### config.mk
export PLATFORM = sky130hd
export DESIGN_NAME = pcm_code_conv
export DESIGN_NICKNAME = d
export VERILOG_FILES = /design/src/rtl/pcm_conv_pkg.sv /design/src/rtl/pcm_rst_sync.sv /design/src/rtl/pcm_fmt_mask.sv /design/src/rtl/pcm_fmt_lane.sv /design/src/rtl/pcm_code_conv.sv
export SDC_FILE = /design/constraint.sdc
export NUM_CORES = 1
export LEC_CHECK = 0
export BUFFER_PORTS_ARGS = -buffer_cell sky130_fd_sc_hd__buf_2
export CORE_UTILIZATION = 45
export DETAILED_ROUTE_END_ITERATION = 10
export PLACE_DENSITY = 0.77
export SLEW_MARGIN = 20
export SYNTH_ARGS = -nofsm -noshare
export SYNTH_HDL_FRONTEND = slang
export SYNTH_SLANG_ARGS = --single-unit
### constraint.sdc
create_clock -name clk -period 0.85 [get_ports clk]
set_input_delay 0.1275 -clock clk [delete_from_list [all_inputs] [get_ports clk]]
set_output_delay 0.1275 -clock clk [all_outputs]
set_load 0.1 [all_outputs]
### src/rtl/pcm_conv_pkg.sv
package pcm_conv_pkg;
  localparam int FMT_W = 2;

  typedef enum logic [FMT_W-1:0] {
    FMT_SIGN_MAG = 2'd0,
    FMT_INV_MAG  = 2'd1,
    FMT_ALT_INV  = 2'd2,
    FMT_RSVD     = 2'd3
  } line_fmt_e;
endpackage

### src/rtl/pcm_rst_sync.sv
module pcm_rst_sync #(
  parameter int STAGES = 2
) (
  input  logic clk,
  input  logic rst_n,
  output logic rst_n_sync
);
  logic [STAGES-1:0] sync_q;

  always_ff @(posedge clk or negedge rst_n) begin
    if (!rst_n) sync_q <= '0;
    else        sync_q <= {sync_q[STAGES-2:0], 1'b1};
  end

  assign rst_n_sync = sync_q[STAGES-1];
endmodule

### src/rtl/pcm_fmt_mask.sv
module pcm_fmt_mask
  import pcm_conv_pkg::*;
#(
  parameter int W = 8
) (
  input  logic [FMT_W-1:0] fmt_sel,
  output logic [W-1:0]     mask
);
  localparam logic [W-1:0] MAG_MASK = {1'b0, {(W-1){1'b1}}};

  logic [W-1:0] alt_mask;

  for (genvar i = 0; i < W; i++) begin : g_alt
    assign alt_mask[i] = ((i % 2) == 0) && (i < W - 1);
  end

  always_comb begin
    unique case (line_fmt_e'(fmt_sel))
      FMT_INV_MAG: mask = MAG_MASK;
      FMT_ALT_INV: mask = alt_mask;
      default:     mask = '0;
    endcase
  end

  always_comb begin
    AST_SIGN_UNMASKED: assert (mask[W-1] == 1'b0);
  end
endmodule

### src/rtl/pcm_fmt_lane.sv
module pcm_fmt_lane #(
  parameter int W = 8
) (
  input  logic         clk,
  input  logic         rst_n,
  input  logic [W-1:0] mask,
  input  logic         vld_i,
  input  logic [W-1:0] word_i,
  output logic         vld_o,
  output logic [W-1:0] word_o
);
  logic [W-1:0] word_d, word_q;
  logic         vld_q;

  always_comb begin
    word_d = word_q;
    if (vld_i) word_d = word_i ^ mask;
  end

  always_ff @(posedge clk or negedge rst_n) begin
    if (!rst_n) begin
      word_q <= '0;
      vld_q  <= 1'b0;
    end else begin
      word_q <= word_d;
      vld_q  <= vld_i;
    end
  end

  assign word_o = word_q;
  assign vld_o  = vld_q;

  AST_VLD_FOLLOW: assert property (@(posedge clk) disable iff (!rst_n)
    vld_i |=> vld_o);
  AST_VLD_DROP: assert property (@(posedge clk) disable iff (!rst_n)
    !vld_i |=> !vld_o);
  AST_WORD_HOLD: assert property (@(posedge clk) disable iff (!rst_n)
    !vld_i |=> $stable(word_o));
  AST_SIGN_KEPT: assert property (@(posedge clk) disable iff (!rst_n)
    vld_i |=> (word_o[W-1] == $past(word_i[W-1])));
endmodule

### src/rtl/pcm_code_conv.sv
module pcm_code_conv
  import pcm_conv_pkg::*;
#(
  parameter int W = 8
) (
  input  logic             clk,
  input  logic             rst_n,
  input  logic [FMT_W-1:0] fmt_sel,
  input  logic             tx_vld_i,
  input  logic [W-1:0]     tx_word_i,
  output logic             tx_vld_o,
  output logic [W-1:0]     tx_word_o,
  input  logic             rx_vld_i,
  input  logic [W-1:0]     rx_word_i,
  output logic             rx_vld_o,
  output logic [W-1:0]     rx_word_o
);
  localparam int NUM_LANES = 2;
  localparam int LANE_TX   = 0;
  localparam int LANE_RX   = 1;

  logic         rst_n_sync;
  logic [W-1:0] mask;
  logic         lane_vld_i [NUM_LANES];
  logic [W-1:0] lane_word_i[NUM_LANES];
  logic         lane_vld_o [NUM_LANES];
  logic [W-1:0] lane_word_o[NUM_LANES];

  pcm_rst_sync #(.STAGES(2)) i_rst_sync (
    .clk        (clk),
    .rst_n      (rst_n),
    .rst_n_sync (rst_n_sync)
  );

  pcm_fmt_mask #(.W(W)) i_mask (
    .fmt_sel (fmt_sel),
    .mask    (mask)
  );

  assign lane_vld_i[LANE_TX]  = tx_vld_i;
  assign lane_word_i[LANE_TX] = tx_word_i;
  assign lane_vld_i[LANE_RX]  = rx_vld_i;
  assign lane_word_i[LANE_RX] = rx_word_i;

  for (genvar g = 0; g < NUM_LANES; g++) begin : g_lane
    pcm_fmt_lane #(.W(W)) i_lane (
      .clk    (clk),
      .rst_n  (rst_n_sync),
      .mask   (mask),
      .vld_i  (lane_vld_i[g]),
      .word_i (lane_word_i[g]),
      .vld_o  (lane_vld_o[g]),
      .word_o (lane_word_o[g])
    );
  end

  assign tx_vld_o  = lane_vld_o[LANE_TX];
  assign tx_word_o = lane_word_o[LANE_TX];
  assign rx_vld_o  = lane_vld_o[LANE_RX];
  assign rx_word_o = lane_word_o[LANE_RX];

  AST_FMT_PASS: assert property (@(posedge clk) disable iff (!rst_n_sync)
    (tx_vld_i && (fmt_sel == 2'd0)) |=> (tx_word_o == $past(tx_word_i)));
  AST_FMT_RSVD: assert property (@(posedge clk) disable iff (!rst_n_sync)
    (tx_vld_i && (fmt_sel == 2'd3)) |=> (tx_word_o == $past(tx_word_i)));
  AST_FMT_INV_MAG: assert property (@(posedge clk) disable iff (!rst_n_sync)
    (tx_vld_i && (fmt_sel == 2'd1)) |=>
      (tx_word_o == {$past(tx_word_i[W-1]), ~$past(tx_word_i[W-2:0])}));
  AST_FMT_ALT: assert property (@(posedge clk) disable iff (!rst_n_sync)
    (tx_vld_i && (fmt_sel == 2'd2)) |=>
      (tx_word_o[0] != $past(tx_word_i[0])) && (tx_word_o[1] == $past(tx_word_i[1])));
endmodule

* Word level (Yosys, flattened, before mapping)
Index checks and enable logic that the tools add are counted.
Word-level totals: latch bits 0, flip-flop bits (word level) 20, bits in read-only memories 0, memories 0, memory bits (writable) 0, output and inout port bits 18, input bits 22, word-level logic and storage cells 10
Operators by class: multiply operators 0, divide/modulo/power cells 0, shift operators 0, eq/ne operators 2, mux-type cells 1, reductions and logical operators 0, magnitude comparators 0, add/sub/neg operators 0, bitwise logic cells 2
Operators with widths (count):
- $xor A8 B7 Y8 | 2
- $pmux W7 S2 | 1
- $eq A2 B1 Y1 const B | 1
- $eq A2 B2 Y1 const B | 1

* Logic depth before layout (Yosys ltp)
depth in word-level cells 3, mapped depth 5, gate-level depth less buffers 4

* Hierarchy
Synthesis repeated with hierarchy kept, for this count alone.
Second synthesis, totals: cell total of the unflattened synthesis 83, area, all modules 940.9 um^2
Modules (own cells, without submodules):
- pcm_fmt_lane | cells each 35, times used 2, area an instance 409.1 um^2, sequential area each 225.2 um^2
- pcm_fmt_mask | cells each 10, times used 1, area an instance 68.8 um^2, sequential area each 0.0 um^2
- pcm_rst_sync | cells each 3, times used 1, area an instance 53.8 um^2, sequential area each 50.0 um^2

* Least setup slack after synthesis
No wires, ideal clock.
path kind register to register, start reg, netlist name g_lane[0].i_lane.word_o[0], end reg g_lane[0].i_lane.word_q[0], library setup time 0.126 ns, path slack -0.408 ns, stages on the path, launching flop included 2, path buffers 0, data arrival time 1.132 ns, clock period less this slack 1.258 ns, required time 0.724 ns, path through dfrtp_1 -> mux2_4
RTL lines:
- to (signal assigned) | RTL line pcm_fmt_lane.sv:25 | word_q <= word_d;
- to (decl) | RTL line pcm_fmt_lane.sv:12 | logic [W-1:0] word_d, word_q;

* Worst setup path after layout
start reg g_lane[0].i_lane.word_q[3], end out tx_word_o[3]
RTL lines:
- to (decl) | RTL line pcm_code_conv.sv:12 | output logic [W-1:0] tx_word_o,
No word-level cell between the ends.

==> summary.md <==
| Metric | Value |
|---|---|
| Critical path buffer and inverter count | `1` |
| Worst Skew | `0.00799 ns` |
| IO buf count | `39` |
| Via-to-Cell Ratio | `4.76` |
| Critical Path Start Type | `flop` |
| First-pass GRT wire length | `3550 um` |
| Distinct cell type count after synthesis | `11` |
| Pleak | `0.676 nW` |
| Clk sinks | `20` |
| Final setup violation count | `29` |
| CP top delay family | `flip-flops` |
| CTS Buf Count | `3` |
| Die height | `46.0 um` |
| Failing checks | `setup timing` |
| CP peak stage delay | `0.52 ns` |
| Worst-path fanout max | `2` |
| Post-synthesis sequential area ratio | `57.4%` |
| Dpl ws | `-0.283 ns` |
| Inserted Diodes | `0` |
| DRC viols | `0` |
| TritonRoute pass-1 iters | `4` |
| Critical path class | `reg -> out` |
| Routed len/inst | `17.0 um` |
| Post-DP HPWL | `1650 um` |
| Area delta synth->final | `76.6%` |
| Largest area contributor in the synthesized netlist | `dfrtp_1` |
| Synth area leaders | `dfrtp_1 (57%), xnor2_1 (14%), mux2_4 (14%)` |
| Worst skew pair latency | `0.29 ns` |
| Critical Path AT | `0.99 ns` |
| Status | `finished with violations` |
| CTS root buf | `clkbuf_4` |
| Initial antenna violation count | `0` |
| Vias in the first global route | `754` |
| Synthesized cell area | `872 um2` |
| Syn_nets | `86` |
| CP Capture Type | `output pin` |
| Mapped Cells | `63` |
| Via count | `643` |
| Clock buffer depth | `2` |
| Post-synth top area share | `57.4%` |
| IO Pins | `40` |
| Die footprint | `0.00212 mm2` |
| Die Width | `46.0 um` |
| PwrDens | `2420 mW/mm2` |
| Core area | `0.00176 mm2` |
| Grt ovf | `0` |
| RSZ-0062 raised after global routing | `true` |
| Routed wire length | `2300 um` |
| Num rows | `15` |
| H-tree lvl count | `1` |
| Global-route usage over all layers | `25.4%` |
| Critical-path cell list | `buf_12` |
| Nets | `135` |
| GPL Wtd Cong | `0.737` |
| Max-cap violations | `0` |
| Hold_ws | `0.0572 ns` |
| Final min period | `1.11 ns` |
| Largest net degree at the start of global routing | `11` |
| Final worst slack | `-0.263 ns` |
| Slowest stage cell, crit path | `dfrtp_4` |
| Antenna viol nets, final | `0` |
| Final Hold Viols | `0` |
| Hold Crit Class | `in -> reg` |
| Final Cycle Share | `131%` |
| Starting density of the core | `49.4%` |
| Yosys reg bits | `20` |
| VDD IR max | `1.46 mV` |
| YS warnings | `0` |
| Share of layout cells above drive strength 1 | `75.5%` |
| Peak Freq | `0.899 GHz` |
| Avg Inst Size Synth | `13.8 um2` |
| Initial DRC count | `4` |
| Worst EP required | `0.72 ns` |
| CTS tree | `yes` |
| Clock slew seen by the registers of the worst setup and hold paths | `0.11 ns` |
| Fin. max-slew vios | `0` |
==> flip-flops by register name (all words and copies together) (netlist names) <==
| name | cells |
|---|---|
| g_lane.i_lane.vld_o | 2 |
| g_lane.i_lane.word_o | 16 |
| i_rst_sync.sync_q | 2 |
==> cell usage in the layout, fill, tap and decap left out <==
cell / count
a21oi_1: 5
a21oi_2: 1
buf_12: 18
buf_2: 21
buf_4: 4
buf_6: 4
clkbuf_4: 3
conb_1: 1
dfrtp_1: 2
dfrtp_2: 2
dfrtp_4: 16
dlygate4sd3_1: 1
ha_4: 1
inv_2: 1
mux2_2: 1
mux2_4: 9
nor2_1: 5
nor2_4: 1
xnor2_1: 13
xnor2_2: 1
==> layout make-up <==
type                            count  area (um2)
Clock buffer                        3        22.5
Fill cell                          95         224
Inverter                            1        3.75
Multi-Input combinational cell     38         369
Sequential cell                    20         563
Tap cell                           25        31.3
Timing Repair Buffer               48         551
==> per-stage QoR <==
stage                     instance area [um2]  cells  total power [mW]  util [%]  TNS (ns)
final                                    1540    135              3.73      87.3     -4.96
after global routing                     1540    135              3.85      87.3     -5.66
after CTS                                1540    135              3.73      87.3     -4.91
after detailed placement                 1450    127              3.24      82.1     -1.98
after global placement                   1450    127              3.19      82.1     -1.56
after floorplan                           955     63              2.49         -     -1.98
==> kinds of logic (layout without fill, tap and decap cells) <==
kind of cell	Yosys count	after routing	share of synthesized area, %
flip-flops	20	20	57.4
adder cells (fa/ha/maj)	1	1	1.43
multiplexers	10	10	16.4
buffers and inverters	5	52	4.30
AO/OA/AOI/OAI	6	6	3.44
XOR/XNOR	14	14	14.1
other	1	1	0.430
AND/OR/NAND/NOR	6	6	2.58
==> synthesized netlist by cell type <==
master,n
a21oi_1,6
buf_4,3
buf_6,1
conb_1,1
dfrtp_1,20
ha_1,1
inv_1,1
mux2_2,2
mux2_4,8
nor2_1,6
xnor2_1,14
==> routing by layer <==
| layer | vias up | routed length [um] | track usage [%] |
|---|---|---|---|
| met5 | - | 0 | 0 |
| met4 | 0 | 29 | 8.24 |
| met3 | 4 | 71 | 4.76 |
| met2 | 23 | 1340 | 48.2 |
| met1 | 323 | 856 | 27.6 |
| li1 | 293 | - | - |
==> power breakdown <==
part	total (mW)	internal, mW	leakage (nW)	switching [mW]
Clock	0.427	0.164	0.0138	0.263
Combinational	1.99	0.798	0.448	1.19
Sequential	1.31	1.16	0.215	0.151
Total	3.73	2.12	0.676	1.61
==> path summary, 6_finish.rpt <==
path,startpoint,cells after the start,slack (ns),to
max,g_lane[0].i_lane.word_o[3],1,-0.26,tx_word_o[3]
min,tx_vld_i,1,0.06,g_lane[0].i_lane.vld_o
max reg2reg,g_lane[1].i_lane.word_o[7],2,-0.16,g_lane[1].i_lane.word_o[7]
min reg2reg,i_rst_sync.sync_q[1],1,0.19,g_lane[0].i_lane.word_o[6]
max in group asynchronous,i_rst_sync.sync_q[1],1,0.51,g_lane[0].i_lane.word_o[2]
min in group asynchronous,rst_n,2,0.14,i_rst_sync.sync_q[1]
==> repair_timing <==
item	in CTS	in global routing
endpoints found under the hold margin	2	0
pin swaps	0	1
setup endpoints to repair	28	29
hold buffers	1	0
resized for setup	8	1
buffers inserted	4	1
Power figures use the tool's default switching activity.
